### src/rtl/lpc_io_pkg.sv
package lpc_io_pkg;
  typedef enum logic [3:0] {
    ST_IDLE, ST_FRAME, ST_ADDR, ST_WDATA, ST_TAR_IN,
    ST_SYNC, ST_RDATA, ST_TAR_OUT, ST_SKIP
  } state_t;

  localparam logic [3:0] START_ISA  = 4'b0000;
  localparam logic [3:0] SYNC_READY = 4'b0000;
  localparam logic [3:0] SYNC_WAIT  = 4'b0110;
  localparam logic [3:0] SYNC_ERR   = 4'b1010;
  localparam logic [3:0] TURN_NIB   = 4'b1111;
  localparam logic [1:0] CT_IO      = 2'b00;
endpackage

### src/rtl/lpc_io_addr_match.sv
module lpc_io_addr_match #(
  parameter logic [15:0] IO_BASE = 16'h02E8,
  parameter int unsigned OFF_W   = 3
) (
  input  logic [15:0]      addr_i,
  output logic             hit_o,
  output logic [OFF_W-1:0] offset_o
);
  // window is aligned to its size, so the offset is the low address bits
  generate
    if (OFF_W >= 16) begin : g_full
      assign hit_o = 1'b1;
    end else begin : g_cmp
      assign hit_o = (addr_i[15:OFF_W] == IO_BASE[15:OFF_W]);
    end
  endgenerate

  assign offset_o = addr_i[OFF_W-1:0];
endmodule

### src/rtl/lpc_io_wait_timer.sv
module lpc_io_wait_timer #(
  parameter int unsigned MAX_WAIT = 8,
  localparam int unsigned CW = $clog2(MAX_WAIT + 1)
) (
  input  logic clk_i,
  input  logic rst_ni,
  input  logic clr_i,
  input  logic step_i,
  output logic expired_o
);
  logic [CW-1:0] cnt_q;

  always_ff @(posedge clk_i or negedge rst_ni) begin
    if (!rst_ni)     cnt_q <= '0;
    else if (clr_i)  cnt_q <= '0;
    else if (step_i && !expired_o) cnt_q <= cnt_q + 1'b1;
  end

  assign expired_o = (cnt_q == CW'(MAX_WAIT));

  AST_WAIT_BOUND: assert property (@(posedge clk_i) disable iff (!rst_ni)
    cnt_q <= CW'(MAX_WAIT));
  AST_EXPIRED_HOLDS: assert property (@(posedge clk_i) disable iff (!rst_ni)
    (expired_o && !clr_i) |=> expired_o);
endmodule

### src/rtl/lpc_io_target.sv
module lpc_io_target
  import lpc_io_pkg::*;
#(
  parameter logic [15:0] IO_BASE  = 16'h02E8,
  parameter int unsigned IO_SPAN  = 8,
  parameter int unsigned MAX_WAIT = 8,
  localparam int unsigned OFF_W   = $clog2(IO_SPAN)
) (
  input  logic             clk_i,
  input  logic             rst_ni,
  input  logic             lframe_ni,
  input  logic [3:0]       lad_i,
  output logic [3:0]       lad_o,
  output logic             lad_oe_o,
  output logic [OFF_W-1:0] reg_addr_o,
  output logic [7:0]       reg_wdata_o,
  output logic             reg_wr_o,
  output logic             reg_rd_o,
  input  logic [7:0]       reg_rdata_i,
  input  logic             reg_ready_i,
  input  logic             reg_err_i
);
  state_t           state_q;
  logic [1:0]       nib_q;
  logic             start_ok_q, is_wr_q, done_q, err_q;
  logic [15:0]      addr_q;
  logic [OFF_W-1:0] off_q;
  logic [7:0]       wdata_q, rdata_q;

  logic [15:0]      addr_nx;
  logic             hit;
  logic [OFF_W-1:0] off_nx;
  logic             expired, in_wait;
  logic [3:0]       sync_nib;

  assign addr_nx = {addr_q[11:0], lad_i};

  lpc_io_addr_match #(.IO_BASE(IO_BASE), .OFF_W(OFF_W)) u_match (
    .addr_i   (addr_nx),
    .hit_o    (hit),
    .offset_o (off_nx)
  );

  lpc_io_wait_timer #(.MAX_WAIT(MAX_WAIT)) u_wait (
    .clk_i     (clk_i),
    .rst_ni    (rst_ni),
    .clr_i     (state_q != ST_SYNC),
    .step_i    ((state_q == ST_SYNC) && !done_q),
    .expired_o (expired)
  );

  assign in_wait  = (state_q == ST_TAR_IN) || (state_q == ST_SYNC);
  assign sync_nib = done_q  ? (err_q ? SYNC_ERR : SYNC_READY)
                  : expired ? SYNC_ERR : SYNC_WAIT;

  always_comb begin
    lad_oe_o = 1'b0;
    lad_o    = TURN_NIB;
    unique case (state_q)
      ST_SYNC: begin
        lad_oe_o = 1'b1;
        lad_o    = sync_nib;
      end
      ST_RDATA: begin
        lad_oe_o = 1'b1;
        lad_o    = nib_q[0] ? rdata_q[7:4] : rdata_q[3:0];
      end
      ST_TAR_OUT: lad_oe_o = (nib_q == 2'd0);
      default: ;
    endcase
  end

  assign reg_wr_o    = (state_q == ST_TAR_IN) && (nib_q == 2'd0) && is_wr_q;
  assign reg_rd_o    = (state_q == ST_TAR_IN) && (nib_q == 2'd0) && !is_wr_q;
  assign reg_addr_o  = off_q;
  assign reg_wdata_o = wdata_q;

  always_ff @(posedge clk_i or negedge rst_ni) begin
    if (!rst_ni) begin
      state_q    <= ST_IDLE;
      nib_q      <= '0;
      start_ok_q <= 1'b0;
      is_wr_q    <= 1'b0;
      done_q     <= 1'b0;
      err_q      <= 1'b0;
      addr_q     <= '0;
      off_q      <= '0;
      wdata_q    <= '0;
      rdata_q    <= '0;
    end else if (!lframe_ni) begin
      // any low frame restarts decoding; only the last start nibble counts
      state_q    <= ST_FRAME;
      start_ok_q <= (lad_i == START_ISA);
      done_q     <= 1'b0;
    end else begin
      if (in_wait && !done_q && !expired && reg_ready_i) begin
        done_q  <= 1'b1;
        err_q   <= reg_err_i;
        rdata_q <= reg_rdata_i;
      end
      unique case (state_q)
        ST_IDLE, ST_SKIP: ;
        ST_FRAME: begin
          nib_q <= '0;
          if (start_ok_q && lad_i[3:2] == CT_IO) begin
            is_wr_q <= lad_i[1];
            state_q <= ST_ADDR;
          end else begin
            state_q <= ST_SKIP;
          end
        end
        ST_ADDR: begin
          addr_q <= addr_nx;
          nib_q  <= nib_q + 2'd1;
          if (nib_q == 2'd3) begin
            done_q  <= 1'b0;
            err_q   <= 1'b0;
            rdata_q <= 8'hFF;
            if (hit) begin
              off_q   <= off_nx;
              state_q <= is_wr_q ? ST_WDATA : ST_TAR_IN;
            end else begin
              state_q <= ST_SKIP;
            end
          end
        end
        ST_WDATA: begin
          nib_q <= nib_q + 2'd1;
          if (nib_q == 2'd0) begin
            wdata_q[3:0] <= lad_i;
          end else begin
            wdata_q[7:4] <= lad_i;
            nib_q        <= '0;
            state_q      <= ST_TAR_IN;
          end
        end
        ST_TAR_IN: begin
          nib_q <= nib_q + 2'd1;
          if (nib_q == 2'd1) begin
            nib_q   <= '0;
            state_q <= ST_SYNC;
          end
        end
        ST_SYNC: begin
          if (done_q || expired) begin
            if (!done_q) begin
              err_q   <= 1'b1;
              rdata_q <= 8'hFF;
            end
            nib_q   <= '0;
            state_q <= is_wr_q ? ST_TAR_OUT : ST_RDATA;
          end
        end
        ST_RDATA: begin
          nib_q <= nib_q + 2'd1;
          if (nib_q == 2'd1) begin
            nib_q   <= '0;
            state_q <= ST_TAR_OUT;
          end
        end
        ST_TAR_OUT: begin
          nib_q <= nib_q + 2'd1;
          if (nib_q == 2'd1) begin
            nib_q   <= '0;
            state_q <= ST_IDLE;
          end
        end
        default: state_q <= ST_IDLE;
      endcase
    end
  end

  AST_ABORT_RELEASE: assert property (@(posedge clk_i) disable iff (!rst_ni)
    !lframe_ni |=> !lad_oe_o);
  AST_WR_ONE_CLOCK: assert property (@(posedge clk_i) disable iff (!rst_ni)
    reg_wr_o |=> !reg_wr_o);
  AST_RD_ONE_CLOCK: assert property (@(posedge clk_i) disable iff (!rst_ni)
    reg_rd_o |=> !reg_rd_o);
  AST_FIRST_DRIVE_SYNC: assert property (@(posedge clk_i) disable iff (!rst_ni)
    $rose(lad_oe_o) |-> (lad_o == SYNC_WAIT || lad_o == SYNC_READY || lad_o == SYNC_ERR));
  AST_TURN_RELEASE: assert property (@(posedge clk_i) disable iff (!rst_ni)
    (lad_oe_o && state_q == ST_TAR_OUT) |=> !lad_oe_o);
  AST_DRIVE_NEEDS_STROBE: assert property (@(posedge clk_i) disable iff (!rst_ni)
    (reg_wr_o || reg_rd_o) |=> (!lad_oe_o));
endmodule

### config.mk
export PLATFORM = sky130hd
export DESIGN_NAME = lpc_io_target
export DESIGN_NICKNAME = d
export VERILOG_FILES = /design/src/rtl/lpc_io_pkg.sv /design/src/rtl/lpc_io_addr_match.sv /design/src/rtl/lpc_io_wait_timer.sv /design/src/rtl/lpc_io_target.sv
export SDC_FILE = /design/constraint.sdc
export NUM_CORES = 1
export LEC_CHECK = 0
export ABC_CLOCK_PERIOD_IN_PS = 2500
export BUFFER_PORTS_ARGS = -buffer_cell sky130_fd_sc_hd__buf_2
export CAP_MARGIN = 15
export CORE_MARGIN = 2
export CORE_UTILIZATION = 31
export CTS_CLUSTER_DIAMETER = 40
export CTS_CLUSTER_SIZE = 20
export DETAILED_ROUTE_END_ITERATION = 12
export PLACE_DENSITY = 0.48
export SYNTH_ARGS = -nofsm -noshare
export SYNTH_HDL_FRONTEND = slang
export SYNTH_SLANG_ARGS = --single-unit
export TNS_END_PERCENT = 20
### constraint.sdc
create_clock -name clk_i -period 2.5 [get_ports clk_i]
set_clock_uncertainty 0.15 [all_clocks]
set_input_delay 0.125 -clock clk_i [delete_from_list [all_inputs] [get_ports clk_i]]
set_output_delay 0.125 -clock clk_i [all_outputs]
set_load 0.05 [all_outputs]
**After elaboration in Yosys (flattened, before gate mapping)**

Cells that the tools add are included.

- Add/sub/neg operators: 2
- Equality and inequality tests: 21
- Multiplexer cells: 38
- Bitwise operators: 1
- Reductions and logical operators: 30

Operator list:

| cell | number |
|---|---|
| 2-to-1 mux 4 bit | 15 |
| 2-to-1 mux 8 bit | 4 |
| case mux 4 bit (8 select lines) | 1 |
| equality test 4 x 3 -> 1 bit (second input constant) | 4 |
| case mux 8 bit (2 select lines) | 1 |
| equality test 13 x 7 -> 1 bit (second input constant) | 1 |
| != test 3 bit (second input constant) | 4 |
| AND reduction 3 bit | 4 |
| case mux 2 bit (5 select lines) | 1 |
| logical AND 1 bit | 9 |
| 2-to-1 mux 1 bit | 9 |
| equality test 4 x 2 -> 1 bit (second input constant) | 2 |
| equality test 4 bit (second input constant) | 2 |
| zero test 4 bit | 2 |
| case mux 4 bit (2 select lines) | 1 |
| AND reduction 7 bit | 1 |
| 2-to-1 mux 2 bit | 3 |
| != test 3 x 2 -> 1 bit (second input constant) | 2 |
| nonzero test 5 bit | 1 |
| adder 4 x 1 -> 4 bit (second input constant) | 1 |
| equality test 4 x 1 -> 1 bit (second input constant) | 1 |
| zero test 2 bit | 2 |
| != test 4 x 3 -> 1 bit (second input constant) | 1 |
| case mux 1 bit (2 select lines) | 2 |
| 14 further kinds | 18 |

- Bits in registers: 45
- Output and inout bits: 18
- Logic and storage cells: 104

**Logic depth before layout (Yosys ltp)**

Gate-level depths: netlist of the first run.

- Word-level depth: 9
- Depth in mapped cells: 7
- Depth with buffers taken out: 6

**Cells and area by module**

Synthesis of the first run repeated with hierarchy kept, for this count alone.

- Cells, all modules: 245
- Area, all modules: 2512.4 um^2

By module, submodules not included:

| module | times used | cells an instance | area each (um^2) | sequential area each (um^2) |
|---|---|---|---|---|
| lpc_io_target | 1 | 213 | 2209.6 | 1026.0 |
| lpc_io_wait_timer | 1 | 24 | 232.7 | 100.1 |
| lpc_io_addr_match | 1 | 8 | 70.1 | 0.0 |

**Worst setup path after synthesis of the first run**

OpenSTA, ideal clock, no wires.

- Path type: register to output
- Start: register nib_q[0]
- End: output port lad_oe_o
- Arrival: 2.182 ns
- Required time: 2.225 ns
- Setup slack: 0.043 ns
- Cell stages (with the launch flop): 6
- Path buffers: 1
- Cells stage by stage: dfrtp_1 > clkbuf_1 > inv_1 > ha_1 > nor2_1 > a211oi_1

- Cells in the longest elaborated chain, start to end: 2

Ends and longest elaborated chain:

| element | line | text |
|---|---|---|
| start, declared | lpc_io_target.sv:24 | `logic [1:0] nib_q;` |
| start signal, assigned | lpc_io_target.sv:114 | `nib_q <= nib_q + 2'd1;` |
| start signal, assigned | lpc_io_target.sv:128 | `nib_q <= nib_q + 2'd1;` |
| start signal, assigned | lpc_io_target.sv:138 | `nib_q <= nib_q + 2'd1;` |
| zero test 2 bit | lpc_io_target.sv:68 | `ST_TAR_OUT: lad_oe_o = (nib_q == 2'd0);` |
| case mux 1 bit (2 select lines) | lpc_io_target.sv:59 | `unique case (state_q)` |
| end, declared | lpc_io_target.sv:14 | `output logic lad_oe_o,` |

No other way between the ends.

**Worst setup path in the final report of the first run**

- Start: register u_wait.cnt_q[0]
- End: output port lad_o[2]

- Cells in the longest elaborated chain, start to end: 4

Ends and longest elaborated chain:

| element | line | text |
|---|---|---|
| start, declared | lpc_io_wait_timer.sv:11 | `logic [CW-1:0] cnt_q;` |
| start signal, assigned | lpc_io_wait_timer.sv:16 | `else if (step_i && !expired_o) cnt_q <= cnt_q + 1'b1;` |
| equality test 4 bit | lpc_io_wait_timer.sv:19 | `assign expired_o = (cnt_q == CW'(MAX_WAIT));` |
| 2-to-1 mux 4 bit | lpc_io_target.sv:54 | `: expired ? SYNC_ERR : SYNC_WAIT;` |
| 2-to-1 mux 4 bit | lpc_io_target.sv:53 | `assign sync_nib = done_q ? (err_q ? SYNC_ERR : SYNC_READY)` |
| case mux 4 bit (2 select lines) | lpc_io_target.sv:59 |  |
| end, declared | lpc_io_target.sv:13 | `output logic [3:0] lad_o,` |

No other way between the ends.

==> reports/metrics.cfg, run 1 <==
[route]
drtIter0Drc = 137
vias = 2008
drc = 0
wl_per_cell_um = 15.0
antenna_left = 0
firstDrtPassIters = 4
via_per_inst = 5.05
wl_um = 5990

[timing]
clock.fmax_mhz = 430
timing.final.crit_share_pct = 93.0
setup_violations = 0
drv_slew = 0
worst_pin_slew_ns = 0.468
maxSlewHeadroom_pct = 68.7
finalSetupTns_ns = 0
rsz0062_at_grt = false
hold_viol_final = 0
period_needed_ns = 2.33

[floorplanning]
io-pin-count = 35
die_area_um2 = 8950
fp.dieW_um = 94.6
start_util_pct = 31.4
fp-row-count = 33
coreArea_um2 = 8090
fp.dieH_um = 94.6

[yosys]
synth_edf_count = 0
syn-instance-count = 238
postSynthAreaPerCell_um2 = 10.7
synth_area_leaders = dfrtp_1 (44%), mux2_2 (7.5%), mux2_1 (4.4%), mux2i_1 (3.5%), ha_1 (3.4%)
synth_area_um2 = 2540
synthFlopType = dfrtp_1
async_flop_share_pct = 100
yosys.area.top_type_share_pct = 44.3
yosysWarnings = 0
synth.most_common_cell = dfrtp_1
synth_area_leader_cell = dfrtp_1
netlist_top_cells_count = dfrtp_1 (45), nand2_1 (19), mux2_2 (17)
ys_ff_latch = 45
synthDistinctLibCells = 60
ys_seq_area_share_pct = 44.3
syn_nets = 262

[hold_path]
min-delay-start = reg_err_i
min_path_cells = 3
hold_class = input port to register
hold_end = err_q

[power]
ir_worst_vdd_mv = 0.223
power.density_nw_per_um2 = 461
p_leak_nw = 1.51

[final_layout]
final_nets = 316
utilization_pct = 38.3
drive_gt1_share_pct = 27.6
nFillCells = 838
syn_to_final_growth_pct = 22.0
antennaDiodeCount = 0
regArea_um2 = 1130
multi_input_area_um2 = 1320

[cts]
cts_max_level = 2
clkTransAtPathRegs_ns = 0.08
clock_sinks = 45
cts_tree = yes
clk_latency_ns = 0.30
clockRootBuffer = clkbuf_8
cts-buffers-inserted = 5
clock_path_buffers = 2

[run]
max_cap_viol_count = 0

[global_routing]
track_usage_pct = 14.7
grt_overflow = 0
antenna_found_initial = 0
grt_max_degree = 25
first_global_vias = 1988
grt_pass1_wl_um = 10200

[outcome]
status = complete, no violations

[critical_path]
worstSetupPathType = register to output port
reg2reg_from = nib_q[0]
cp.required_ns = 2.23
arrival_ns = 2.05
startpoint_type = register
r2r_cells = 6
rr_endpoint = state_q[3]
cp-end-kind = output port
path_max_fanout = 4
r2r_setup_slack_ns = 0.35

[placed_design]
dp_hpwl_um = 4410
routabilityCongestion = 0.784
port_buffers = 34

-- repair_timing --
action / in CTS / in global routing
hold buffers: 13 / 1
endpoints found under the setup margin: 0 / 2
gates resized for setup: 0 / 1
endpoints found under the hold margin: 63 / 2
buffers inserted: 0 / 0
-- per-stage QoR --
stage	setup slack (ns)	total power, mW	hold WS (ns)	area, µm²	instances
3_5_place_dp	0.370	0.937	-0.0152	2860	376
3_3_place_gp	0.359	0.937	-0.0163	2860	376
5_1_grt	0.0685	1.51	0.0285	3100	398
4_1_cts	0.143	1.45	0.00567	3090	397
6_report	0.175	1.43	0.0301	3100	398
2_1_floorplan	0.0435	0.870	-0.321	2540	238
-- metal layers --
| layer | share of wire [%] | up-vias | global-route usage [%] | wire length (µm) |
|---|---|---|---|---|
| met5 | 0 | - | 0 | 0 |
| met4 | 1.0 | 0 | 3.86 | 60 |
| met3 | 3.9 | 5 | 3.11 | 234 |
| met2 | 45 | 49 | 21.8 | 2680 |
| met1 | 50 | 973 | 21.7 | 3010 |
| li1 | - | 981 | - | - |
-- cell families (layout without fill, tap and decap cells) --
family	after synthesis	count (layout)	share of synthesized area [%]
xor+xnor	3	3	1.03
compound gates	46	46	12.9
mux	36	36	15.5
flops	45	45	44.3
buf+inv	21	76	3.69
simple gates	80	80	19.1
fa+ha+maj	7	7	3.44
-- layout make-up --
cell class                 count  share of cell area [%]
multi-input combinational    172                    42.7
sequential                    45                    36.3
timing repair buffer          57                    12.2
tap                          105                    4.23
clock buffer                   7                    3.10
inverter                      11                    1.33
clock inverter                 1                   0.161
-- worst max-delay path: stages (launching register included) --
cell	delay, ns
dfrtp_1	0.41
inv_1	0.06
ha_1	0.20
and3b_1	0.22
nor2_1	0.33
o22ai_1	0.15
nand2_1	0.10
buf_2	0.26
-- cell usage in the layout (no fill, tap or decap), drive strengths merged, types with 7 or more instances in the layout --
cell type and instances:
nor2 15, dfrtp 45, mux2i 9, inv 11, clkbuf 7, buf 43, nand2 20, ha 7
a21oi 7, mux2 27, o21ai 10, dlygate4sd3 14
-- power breakdown --
| part | leakage, nW | switching (mW) | internal [mW] |
|---|---|---|---|
| Sequential | 0.608 | 0.0192 | 0.749 |
| Combinational | 0.846 | 0.101 | 0.0688 |
| Clock | 0.0542 | 0.243 | 0.250 |
-- worst max path at each step --
stage / from / to / slack (ns) / cells after the start
floorplan: nib_q[0] / lad_oe_o / 0.04 / 5
global placement: nib_q[0] / state_q[3] / 0.36 / 6
detailed placement: nib_q[0] / state_q[3] / 0.37 / 6
CTS: state_q[2] / reg_wr_o / 0.14 / 4
global route: u_wait.cnt_q[0] / lad_o[2] / 0.07 / 7
finish: u_wait.cnt_q[0] / lad_o[2] / 0.17 / 7
-- flip-flops by register name, indices dropped and copies added, names as in the netlist, 2 cells and up --
signal and flops:
state_q 4, rdata_q 8, reg_wdata_o 8, nib_q 2
u_wait.cnt_q 4, reg_addr_o 3, addr_q 12
(Power assumes the default switching activity.)
==> run 2: changes to the inputs <==
--- a/config.mk
+++ b/config.mk
@@ -6,14 +6,14 @@
 export NUM_CORES = 1
 export LEC_CHECK = 0
 export ABC_CLOCK_PERIOD_IN_PS = 2500
-export BUFFER_PORTS_ARGS = -buffer_cell sky130_fd_sc_hd__buf_2
 export CAP_MARGIN = 15
 export CORE_MARGIN = 2
 export CORE_UTILIZATION = 31
 export CTS_CLUSTER_DIAMETER = 40
 export CTS_CLUSTER_SIZE = 20
 export DETAILED_ROUTE_END_ITERATION = 12
-export PLACE_DENSITY = 0.48
+export DONT_BUFFER_PORTS = 1
+export PLACE_DENSITY = 0.45
 export SYNTH_ARGS = -nofsm -noshare
 export SYNTH_HDL_FRONTEND = slang
 export SYNTH_SLANG_ARGS = --single-unit
==> run 2 against run 1 <==
  * Final area fell by 3.1%
  * Clock-buffer cell count fell by 2
  * Fmax rose by 0.51%
  * Register-to-register slack got worse by 0.16 ns
  * Die area did not move
  * Final cell count fell by 6.8%
  * Non-clock buffer count fell by 27
  * Largest cell class unchanged
  * Largest power group unchanged
==> reports/metrics.cfg, run 2 (same netlist as run 1, synthesis figures left out) <==
[run]
max_cap_viol_count = 0  ; unchanged

[timing]
hold_viol_final = 0  ; unchanged
timing.final.crit_share_pct = 92.5  ; -0.48 points
maxSlewHeadroom_pct = 59.8  ; -8.9 points
period_needed_ns = 2.31  ; -0.0119 ns
rsz0062_at_grt = false
worst_pin_slew_ns = 0.602  ; +0.134 ns
finalSetupTns_ns = 0  ; unchanged
setup_violations = 0  ; unchanged
clock.fmax_mhz = 432  ; +0.51%
drv_slew = 0  ; unchanged

[final_layout]
syn_to_final_growth_pct = 18.2
layout_common_cells = dfrtp_1 (44), nand2_1 (19), mux2_2 (17), dlygate4sd3_1 (17), nor2_1 (14)
final_nets = 289  ; -8.5%
largest-register = addr_q
largest_reg_flops = 12  ; unchanged
final_common_cell = dfrtp_1
antennaDiodeCount = 0  ; unchanged
drive_gt1_share_pct = 19.5  ; -8.1 points
nFillCells = 855  ; +2.0%

[global_routing]
grt_max_degree = 46  ; +84%
grt_pass1_wl_um = 10300  ; +1.0%
antenna_found_initial = 0  ; unchanged
first_global_vias = 1975  ; -0.65%
track_usage_pct = 14.8  ; +0.14 points
grt_overflow = 0  ; unchanged

[cts]
clock_sinks = 45  ; unchanged
clkTransAtPathRegs_ns = 0.10  ; +0.02 ns
cts-buffers-inserted = 5  ; unchanged
clk_latency_ns = 0.30  ; about the same
cts_tree = yes
cts_max_level = 2  ; unchanged
clockRootBuffer = clkbuf_8
clock_path_buffers = 2  ; unchanged

[critical_path]
worstSetupPathType = register to register
worst-path-buf-inv = 2  ; unchanged
slowest_stage = dlygate4sd3_1
cp-end-kind = register
cp.required_ns = 2.54  ; +0.31 ns
max_stage_delay_ns = 0.57  ; +0.16 ns
crit_family = buffers and inverters
path_max_fanout = 4  ; unchanged
arrival_ns = 2.36  ; +0.31 ns
crit_chain = inv_1 > ha_1 > nand3b_1 > mux2_2 > and3_1 > a2bb2oi_1 > dlygate4sd3_1
startpoint_type = register

[power]
ir_worst_vdd_mv = 0.219  ; -1.9%
p_leak_nw = 1.40  ; -7.1%
finalPower_mw = 1.39  ; -2.5%
power.density_nw_per_um2 = 463  ; +0.58%

[floorplanning]
io-pin-count = 35  ; unchanged
fp.dieH_um = 94.6  ; unchanged
die_area_um2 = 8950  ; unchanged
coreArea_um2 = 8090  ; unchanged
fp.dieW_um = 94.6  ; unchanged
fp-row-count = 33  ; unchanged
start_util_pct = 31.4  ; unchanged

[route]
firstDrtPassIters = 4  ; unchanged
drc = 0  ; unchanged
antenna_left = 0  ; unchanged
wl_per_cell_um = 16.7  ; +11%
vias = 1950  ; -2.9%
wl_um = 6200  ; +3.6%
via_per_inst = 5.26  ; +4.2%
drtIter0Drc = 140  ; +2.2%

[hold_path]
hold_class = input port to register

[placed_design]
port_buffers = 0  ; -100%
dp_hpwl_um = 4230  ; -4.0%
routabilityCongestion = 0.864  ; +10%

[outcome]
status = complete, no violations

==> run 2: cell types whose count changed in the layout (fill, tap and decap cells not counted) <==
cell,delta
buf_2,-34
buf_4,+3
dlygate4sd3_1,+3
clkbuf_8,-2
a211oi_1,-1
a211oi_2,+1
buf_16,+1
clkinvlp_4,+1
inv_6,+1
o21ai_0,-1
o21ai_1,+1
==> run 2: worst reg2reg max path: cells and delay by family, from the launching register on <==
kind / cells / cell delay, ns
DFF: 1 / 0.42
adders and majority gates: 1 / 0.20
buffers and inverters: 2 / 0.63
AOI/OAI and AO/OA: 1 / 0.12
muxes: 1 / 0.34
and+or+nand+nor: 2 / 0.33
==> run 2: worst paths after layout <==
check / start / slack [ns] / endpoint / depth (start not counted)
max in group asynchronous: rst_ni / 1.78 / state_q[2] / 2
max: u_wait.cnt_q[0] / 0.19 / err_q / 7
min reg2reg: rdata_q[6] / 0.35 / rdata_q[6] / 2
min in group asynchronous: rst_ni / 0.17 / rdata_q[7] / 2
min: lad_i[2] / 0.03 / is_wr_q / 4
max reg2reg: u_wait.cnt_q[0] / 0.19 / err_q / 7
==> run 2: power by group <==
group	internal, mW	switching [mW]
combinational	0.0559	0.0514
sequential	0.748	0.0604
clock	0.199	0.279
==> run 2: layout make-up <==
type	count	area [µm²]	area share, %
Multi-Input combinational cell	172	1330	44.2
Sequential cell	45	1130	37.5
Timing Repair Buffer	30	288	9.57
Tap cell	105	131	4.37
Clock buffer	5	68.8	2.29
Inverter	11	41.3	1.37
Clock inverter	3	21.3	0.707
==> run 2: through the flow <==
| stage | worst slack [ns] | instance area [µm²] | hold slack, ns | std cells | util (%) |
|---|---|---|---|---|---|
| 2_1_floorplan | 0.0435 | 2540 | -0.321 | 238 | - |
| 3_3_place_gp | 0.396 | 2700 | -0.319 | 343 | 33.4 |
| 3_5_place_dp | 0.370 | 2700 | -0.319 | 343 | 33.4 |
| 4_1_cts | 0.0334 | 2990 | 0.0186 | 369 | 37.0 |
| 5_1_grt | 0.0343 | 3010 | 0.0301 | 371 | 37.2 |
| 6_report | 0.186 | 3010 | 0.0259 | 371 | 37.2 |
==> run 2: repair_timing <==
action	in CTS	in global routing
hold buffers	18	0
setup buffers	0	2
resized for setup	0	1
hold endpoints to repair	75	0
endpoints found under the setup margin	0	3
==> run 2: per-layer routing <==
metal,part of all wire (%),up-vias,track usage (%)
li1,-,927,-
met1,47,981,20.2
met2,48,34,23.8
met5,0,-,0
met4,1.7,0,4.71
met3,2.9,8,2.95
